## config.mk

```make
export PLATFORM = sky130hd
export DESIGN_NAME = pirq_router
export DESIGN_NICKNAME = d
export VERILOG_FILES = /design/src/rtl/pirq_router_pkg.sv /design/src/rtl/pirq_slot_map.sv /design/src/rtl/pirq_share.sv /design/src/rtl/pirq_steer_regs.sv /design/src/rtl/pirq_irq_fanout.sv /design/src/rtl/pirq_router.sv
export SDC_FILE = /design/constraint.sdc
export NUM_CORES = 1
export LEC_CHECK = 0
export ABC_AREA = 1
export BUFFER_PORTS_ARGS = -buffer_cell sky130_fd_sc_hd__clkbuf_2
export CORE_ASPECT_RATIO = 1.25
export CORE_MARGIN = 1
export CORE_UTILIZATION = 40
export CTS_CLUSTER_DIAMETER = 100
export DETAILED_ROUTE_END_ITERATION = 7
export PLACE_DENSITY_LB_ADDON = 0.25
export REMOVE_ABC_BUFFERS = 1
export SLEW_MARGIN = 20
export SYNTH_ARGS = -nofsm -noshare
export SYNTH_HDL_FRONTEND = slang
export SYNTH_SLANG_ARGS = --single-unit
```

## constraint.sdc

```tcl
create_clock -name clk -period 1.9 [get_ports clk]
set_input_delay 0.38 -clock clk [delete_from_list [all_inputs] [get_ports clk]]
set_output_delay 0.38 -clock clk [all_outputs]
set_load 0.01 [all_outputs]
```

## src/rtl/pirq_router_pkg.sv

```systemverilog
package pirq_router_pkg;
  localparam int ROT_LINES = 4;
  localparam int SLOT_PINS = 4;
  localparam int GFX_PINS  = 2;

  // line offset applied to the pins of expansion slot number slot_num
  function automatic int slot_rotation(input int slot_num);
    if (slot_num <= 1) return 0;
    else if (slot_num >= 4) return 3;
    else return slot_num - 1;
  endfunction
endpackage

```

## src/rtl/pirq_slot_map.sv

```systemverilog
module pirq_slot_map #(
  parameter int ROT  = 0,
  parameter int PINS = 4
) (
  input  logic [PINS-1:0]                        pin_n,
  output logic [pirq_router_pkg::ROT_LINES-1:0]  line_req
);
  localparam int LINES = pirq_router_pkg::ROT_LINES;

  for (genvar l = 0; l < LINES; l++) begin : g_line
    localparam int SRC = (l - ROT + LINES) % LINES;
    if (SRC < PINS) begin : g_used
      assign line_req[l] = ~pin_n[SRC];
    end else begin : g_none
      assign line_req[l] = 1'b0;
    end
  end
endmodule

```

## src/rtl/pirq_share.sv

```systemverilog
module pirq_share #(
  parameter int NUM_SRC = 6
) (
  input  logic [NUM_SRC*pirq_router_pkg::ROT_LINES-1:0] src_req,
  output logic [pirq_router_pkg::ROT_LINES-1:0]         line_lvl
);
  localparam int LINES = pirq_router_pkg::ROT_LINES;

  always_comb begin
    line_lvl = '0;
    for (int s = 0; s < NUM_SRC; s++) begin
      line_lvl = line_lvl | src_req[s*LINES +: LINES];
    end
  end
endmodule

```

## src/rtl/pirq_steer_regs.sv

```systemverilog
module pirq_steer_regs #(
  parameter int NUM_PIRQ = 5,
  parameter int NUM_IRQ  = 16,
  parameter int IRQ_W    = 4,
  parameter int SEL_W    = 3,
  parameter logic [NUM_IRQ-1:0] RSV_INIT = '0
) (
  input  logic                      clk,
  input  logic                      rst_n,
  input  logic                      steer_we,
  input  logic [SEL_W-1:0]          steer_sel,
  input  logic [IRQ_W:0]            steer_wdata,
  input  logic                      rsv_we,
  input  logic [NUM_IRQ-1:0]        rsv_wdata,
  output logic [NUM_PIRQ-1:0]       off_q,
  output logic [NUM_PIRQ*IRQ_W-1:0] tgt_flat,
  output logic [NUM_IRQ-1:0]        rsv_q
);
  logic [IRQ_W-1:0] tgt_q [NUM_PIRQ];
  logic [IRQ_W-1:0] wr_irq;
  logic             wr_off;
  logic             sel_ok;

  assign wr_irq = steer_wdata[IRQ_W-1:0];
  assign wr_off = steer_wdata[IRQ_W];
  assign sel_ok = steer_sel < SEL_W'(NUM_PIRQ);

  always_ff @(posedge clk or negedge rst_n) begin
    if (!rst_n) begin
      off_q <= '1;
      rsv_q <= RSV_INIT;
      for (int j = 0; j < NUM_PIRQ; j++) tgt_q[j] <= '0;
    end else begin
      if (rsv_we) rsv_q <= rsv_wdata;
      if (steer_we && sel_ok) begin
        if (wr_off) begin
          off_q[steer_sel] <= 1'b1;
          tgt_q[steer_sel] <= wr_irq;
        end else if (rsv_q[wr_irq]) begin
          off_q[steer_sel] <= 1'b1;
        end else begin
          off_q[steer_sel] <= 1'b0;
          tgt_q[steer_sel] <= wr_irq;
        end
      end
    end
  end

  for (genvar j = 0; j < NUM_PIRQ; j++) begin : g_flat
    assign tgt_flat[j*IRQ_W +: IRQ_W] = tgt_q[j];
  end
endmodule

```

## src/rtl/pirq_irq_fanout.sv

```systemverilog
module pirq_irq_fanout #(
  parameter int NUM_PIRQ = 5,
  parameter int NUM_IRQ  = 16,
  parameter int IRQ_W    = 4
) (
  input  logic                      clk,
  input  logic                      rst_n,
  input  logic [NUM_PIRQ-1:0]       pirq_lvl,
  input  logic [NUM_PIRQ-1:0]       off_q,
  input  logic [NUM_PIRQ*IRQ_W-1:0] tgt_flat,
  input  logic [NUM_IRQ-1:0]        rsv_q,
  output logic [NUM_IRQ-1:0]        irq_o
);
  logic [NUM_IRQ-1:0] irq_d;

  always_comb begin
    irq_d = '0;
    for (int j = 0; j < NUM_PIRQ; j++) begin
      if (pirq_lvl[j] && !off_q[j]) irq_d[tgt_flat[j*IRQ_W +: IRQ_W]] = 1'b1;
    end
    irq_d = irq_d & ~rsv_q;
  end

  always_ff @(posedge clk or negedge rst_n) begin
    if (!rst_n) irq_o <= '0;
    else        irq_o <= irq_d;
  end
endmodule

```

## src/rtl/pirq_router.sv

```systemverilog
module pirq_router #(
  parameter int NUM_SLOTS = 5,
  parameter int NUM_IRQ   = 16,
  parameter logic [NUM_IRQ-1:0] RSV_INIT = 16'h2107
) (
  input  logic                                          clk,
  input  logic                                          rst_n,
  input  logic [pirq_router_pkg::GFX_PINS-1:0]          gfx_int_n,
  input  logic [NUM_SLOTS*pirq_router_pkg::SLOT_PINS-1:0] slot_int_n,
  input  logic                                          usb_int_n,
  input  logic                                          steer_we,
  input  logic [$clog2(pirq_router_pkg::ROT_LINES+1)-1:0] steer_sel,
  input  logic [$clog2(NUM_IRQ):0]                      steer_wdata,
  input  logic                                          rsv_we,
  input  logic [NUM_IRQ-1:0]                            rsv_wdata,
  output logic [NUM_IRQ-1:0]                            irq_o
);
  import pirq_router_pkg::*;

  localparam int NUM_PIRQ = ROT_LINES + 1;
  localparam int IRQ_W    = $clog2(NUM_IRQ);
  localparam int SEL_W    = $clog2(NUM_PIRQ);
  localparam int NUM_SRC  = NUM_SLOTS + 1;

  logic [NUM_SRC*ROT_LINES-1:0] src_req;
  logic [ROT_LINES-1:0]         shared_lvl;
  logic [NUM_PIRQ-1:0]          pirq_lines;
  logic [NUM_PIRQ-1:0]          steer_off;
  logic [NUM_PIRQ*IRQ_W-1:0]    steer_tgt;
  logic [NUM_IRQ-1:0]           rsv_mask;

  pirq_slot_map #(.ROT(slot_rotation(1)), .PINS(GFX_PINS)) gfx_map_i (
    .pin_n    (gfx_int_n),
    .line_req (src_req[ROT_LINES-1:0])
  );

  for (genvar s = 0; s < NUM_SLOTS; s++) begin : g_slot
    pirq_slot_map #(.ROT(slot_rotation(s + 1)), .PINS(SLOT_PINS)) map_i (
      .pin_n    (slot_int_n[s*SLOT_PINS +: SLOT_PINS]),
      .line_req (src_req[(s+1)*ROT_LINES +: ROT_LINES])
    );
  end

  pirq_share #(.NUM_SRC(NUM_SRC)) share_i (
    .src_req  (src_req),
    .line_lvl (shared_lvl)
  );

  assign pirq_lines = {~usb_int_n, shared_lvl};

  pirq_steer_regs #(
    .NUM_PIRQ(NUM_PIRQ), .NUM_IRQ(NUM_IRQ), .IRQ_W(IRQ_W), .SEL_W(SEL_W), .RSV_INIT(RSV_INIT)
  ) regs_i (
    .clk         (clk),
    .rst_n       (rst_n),
    .steer_we    (steer_we),
    .steer_sel   (steer_sel),
    .steer_wdata (steer_wdata),
    .rsv_we      (rsv_we),
    .rsv_wdata   (rsv_wdata),
    .off_q       (steer_off),
    .tgt_flat    (steer_tgt),
    .rsv_q       (rsv_mask)
  );

  pirq_irq_fanout #(.NUM_PIRQ(NUM_PIRQ), .NUM_IRQ(NUM_IRQ), .IRQ_W(IRQ_W)) fanout_i (
    .clk      (clk),
    .rst_n    (rst_n),
    .pirq_lvl (pirq_lines),
    .off_q    (steer_off),
    .tgt_flat (steer_tgt),
    .rsv_q    (rsv_mask),
    .irq_o    (irq_o)
  );
endmodule

```

==> out/qor.csv <==
stage;metric;value;unit
status;status;completed;
die;dieHeight;104;microns
yosys;synth-adder-area-share;0;%
clock_network;hold_buffers;0;
grt;antenna_found_initial;0;
sta;finalCritPeriodShare;85.9;%
worst_setup_path;crit_arrival;1.91;ns
yosys;syn_area;3300;sq um
sta;min_period;1.63;ns
cells_and_area;fin_nets;605;
detailed_routing;drc_errors;0;
place;place_area;3810;sq um
sta;clock_skew;0.00888;ns
grt;grt_max_degree;58;
clock_network;root_buffer;clkbuf_8;
yosys;syn_area_per_cell;6.99;sq um
die;die_x;83.3;microns
clock_network;cts_tree;built;
yosys;yosys.area_share.simple;41.5;%
worst_setup_path;critPathKind;flip-flop to flip-flop;
worst_setup_path;crit_required;2.18;ns
detailed_routing;wl;9720;microns
clock_network;clkTransAtPathRegs;0.07;ns
cells_and_area;syn2layout_area_growth;22.2;%
sta;rsz0062_at_grt;false;
grt;grt_pass1_vias;3262;
detailed_routing;dr_total_vias;3293;
grt;grt_pass1_wl;16200;microns
die;ios;67;
cells_and_area;final_cell_mix;nand2_1 (157), clkbuf_2 (66), nor2_1 (61), inv_1 (57), nand3_1 (53);
yosys;yosysUniqueCellTypes;26;
yosys;yosys_register_bits;57;
grt;grt_usage;24.5;%
sta;fin_ws;0.267;ns
yosys;ys_warn_count;0;
yosys;yosysSeqAreaShare;43.5;%
cells_and_area;multiInputGateArea;1580;sq um
cells_and_area;final_core_util;51.2;%
sta;slew_headroom;46.4;%
die;core;7880;sq um
clock_network;cts_resized;0;
clock_network;cts_sinks;57;
run;max_cap_violations;0;
place;hpwl;7730;microns
pwr;vdd_ir_drop_max;0.513;mV
pwr;power_density;951;nW/um^2
yosys;synth_top_family_by_area;simple AND/OR/NAND/NOR gates;
pwr;p_leak;2.20;nW
clock_network;numCtsBuffers;9;
cells_and_area;antennaDiodeCount;0;
sta;tightest_slew;0.801;ns
detailed_routing;first_pass_iters;4;
place;portBuffers;66;
die;start_util;41.9;%
cells_and_area;final_common_cell;nand2_1;
clock_network;cts_buffer_depth;2;
clock_network;htreeDepth;3;
die;die-area;8630;sq um
yosys;synth-compound-area-share;6.21;%
sta;finalHoldViolations;0;
place;dpl_worst_slack;0.0633;ns
die;row_count;36;
sta;report.final.setup_viol;0;
worst_setup_path;path_max_fanout;21;
clock_network;clk_latency;0.35;ns
sta;slew_viol_final;0;
worst_setup_path;start_kind;flip-flop;
yosys;synth_mux_area_share;0;%
cells_and_area;n_fill_cell;802;
yosys;synthXorXnorAreaFrac;0;%
detailed_routing;avgViaCountPerCell;5.04;
min_path;worstHoldPathType;input port to async pin;
place;place_congestion;0.911;
worst_setup_path;end_kind;flip-flop;
detailed_routing;ant_nets;0;
detailed_routing;avgRoutedWirePerCell;14.9;microns
cells_and_area;regArea;1440;sq um
yosys;netlist_instances;473;
cells_and_area;stdcell_area;4040;sq um
sta;fmax;612;MHz
clock_network;cts_setup_buffers;0;
cells_and_area;drive_gt1_share;21.1;%
detailed_routing;drtIter0Drc;233;
grt;grt.overflow.total;0;
-- metrics by stage --
stage                     total power, mW  hold WS [ns]  setup TNS [ns]  instances
after floorplan                      2.12        0.0844           -4.08        463
after global placement               2.51         0.405               0        638
after detailed placement             2.54         0.411               0        638
after CTS                            3.87        0.0329               0        654
after global routing                 4.10        0.0434               0        654
final                                3.84        0.0348               0        654
-- synth_stat cells, drive strengths merged --
library cell	instances	share of area, %
nand3b	1	0.23
nand2	160	19
o31ai	1	0.23
clkbuf	4	0.45
inv	59	6.7
dfstp	10	8.0
nor2	61	6.9
nor3	12	2.0
o21ai	29	4.4
buf	6	1.6
nand3	59	11
a21boi	2	0.45
nand4	16	3.0
dfrtp	47	36
a31oi	1	0.38
a21oi	5	0.76
-- report_power, final --
part,internal (mW),total [mW],switching [mW]
Combinational,0.301,0.921,0.620
Clock,0.847,1.32,0.474
Sequential,1.42,1.60,0.178
-- cells by family after synthesis --
group,after synthesis
AND/OR/NAND/NOR,309
flip-flops,57
buffers and inverters,69
AO/OA/AOI/OAI,38
-- layer usage --
| metal | GRT usage [%] | vias to the layer above | wire, microns |
|---|---|---|---|
| met5 | 0 | - | 0 |
| met4 | 9.48 | 0 | 238 |
| met3 | 5.10 | 18 | 406 |
| met2 | 43.0 | 92 | 5010 |
| met1 | 29.1 | 1519 | 4070 |
| li1 | - | 1664 | - |
-- worst max-delay path, stage by stage (launching register included) --
cell and delay, ns:
dfstp_2 0.54, inv_1 0.08, nand2_1 0.08, nand3_1 0.08, nand3_1 0.10, nand3_2 0.08
nand2_2 0.09, nand2_4 0.17, nand2_2 0.20, nand2_1 0.07, o21ai_1 0.07
-- sequential cells by signal, summed over array words and instances, names as in the netlist, named ones only --
signal	flops
fanout_i.irq_o	16
regs_i.rsv_q	16
regs_i.tgt_flat	20
-- cell type report --
class | count | share of cell area (%)
Inverter | 59 | 5.48
Clock buffer | 14 | 4.28
Timing Repair Buffer | 80 | 11.1
Tap cell | 95 | 2.94
Clock inverter | 2 | 1.49
Sequential cell | 57 | 35.6
Multi-Input combinational cell | 347 | 39.1
-- worst paths after layout --
check / start / slack (ns) / depth (start not counted) / endpoint
worst max-delay path: regs_i.rsv_q[1] / 0.27 / 10 / regs_i.tgt_flat[2]
worst min-delay path: rst_n / 0.03 / 2 / regs_i.tgt_flat[8]
worst max register to register: regs_i.rsv_q[1] / 0.27 / 10 / regs_i.tgt_flat[2]
worst min register to register: regs_i.rsv_q[4] / 0.42 / 1 / fanout_i.irq_o[4]
max in group asynchronous: rst_n / 1.56 / 2 / async pin
min in group clk: rsv_wdata[2] / 0.24 / 3 / regs_i.rsv_q[2]
No activity file was read; power rests on OpenSTA's default activity.
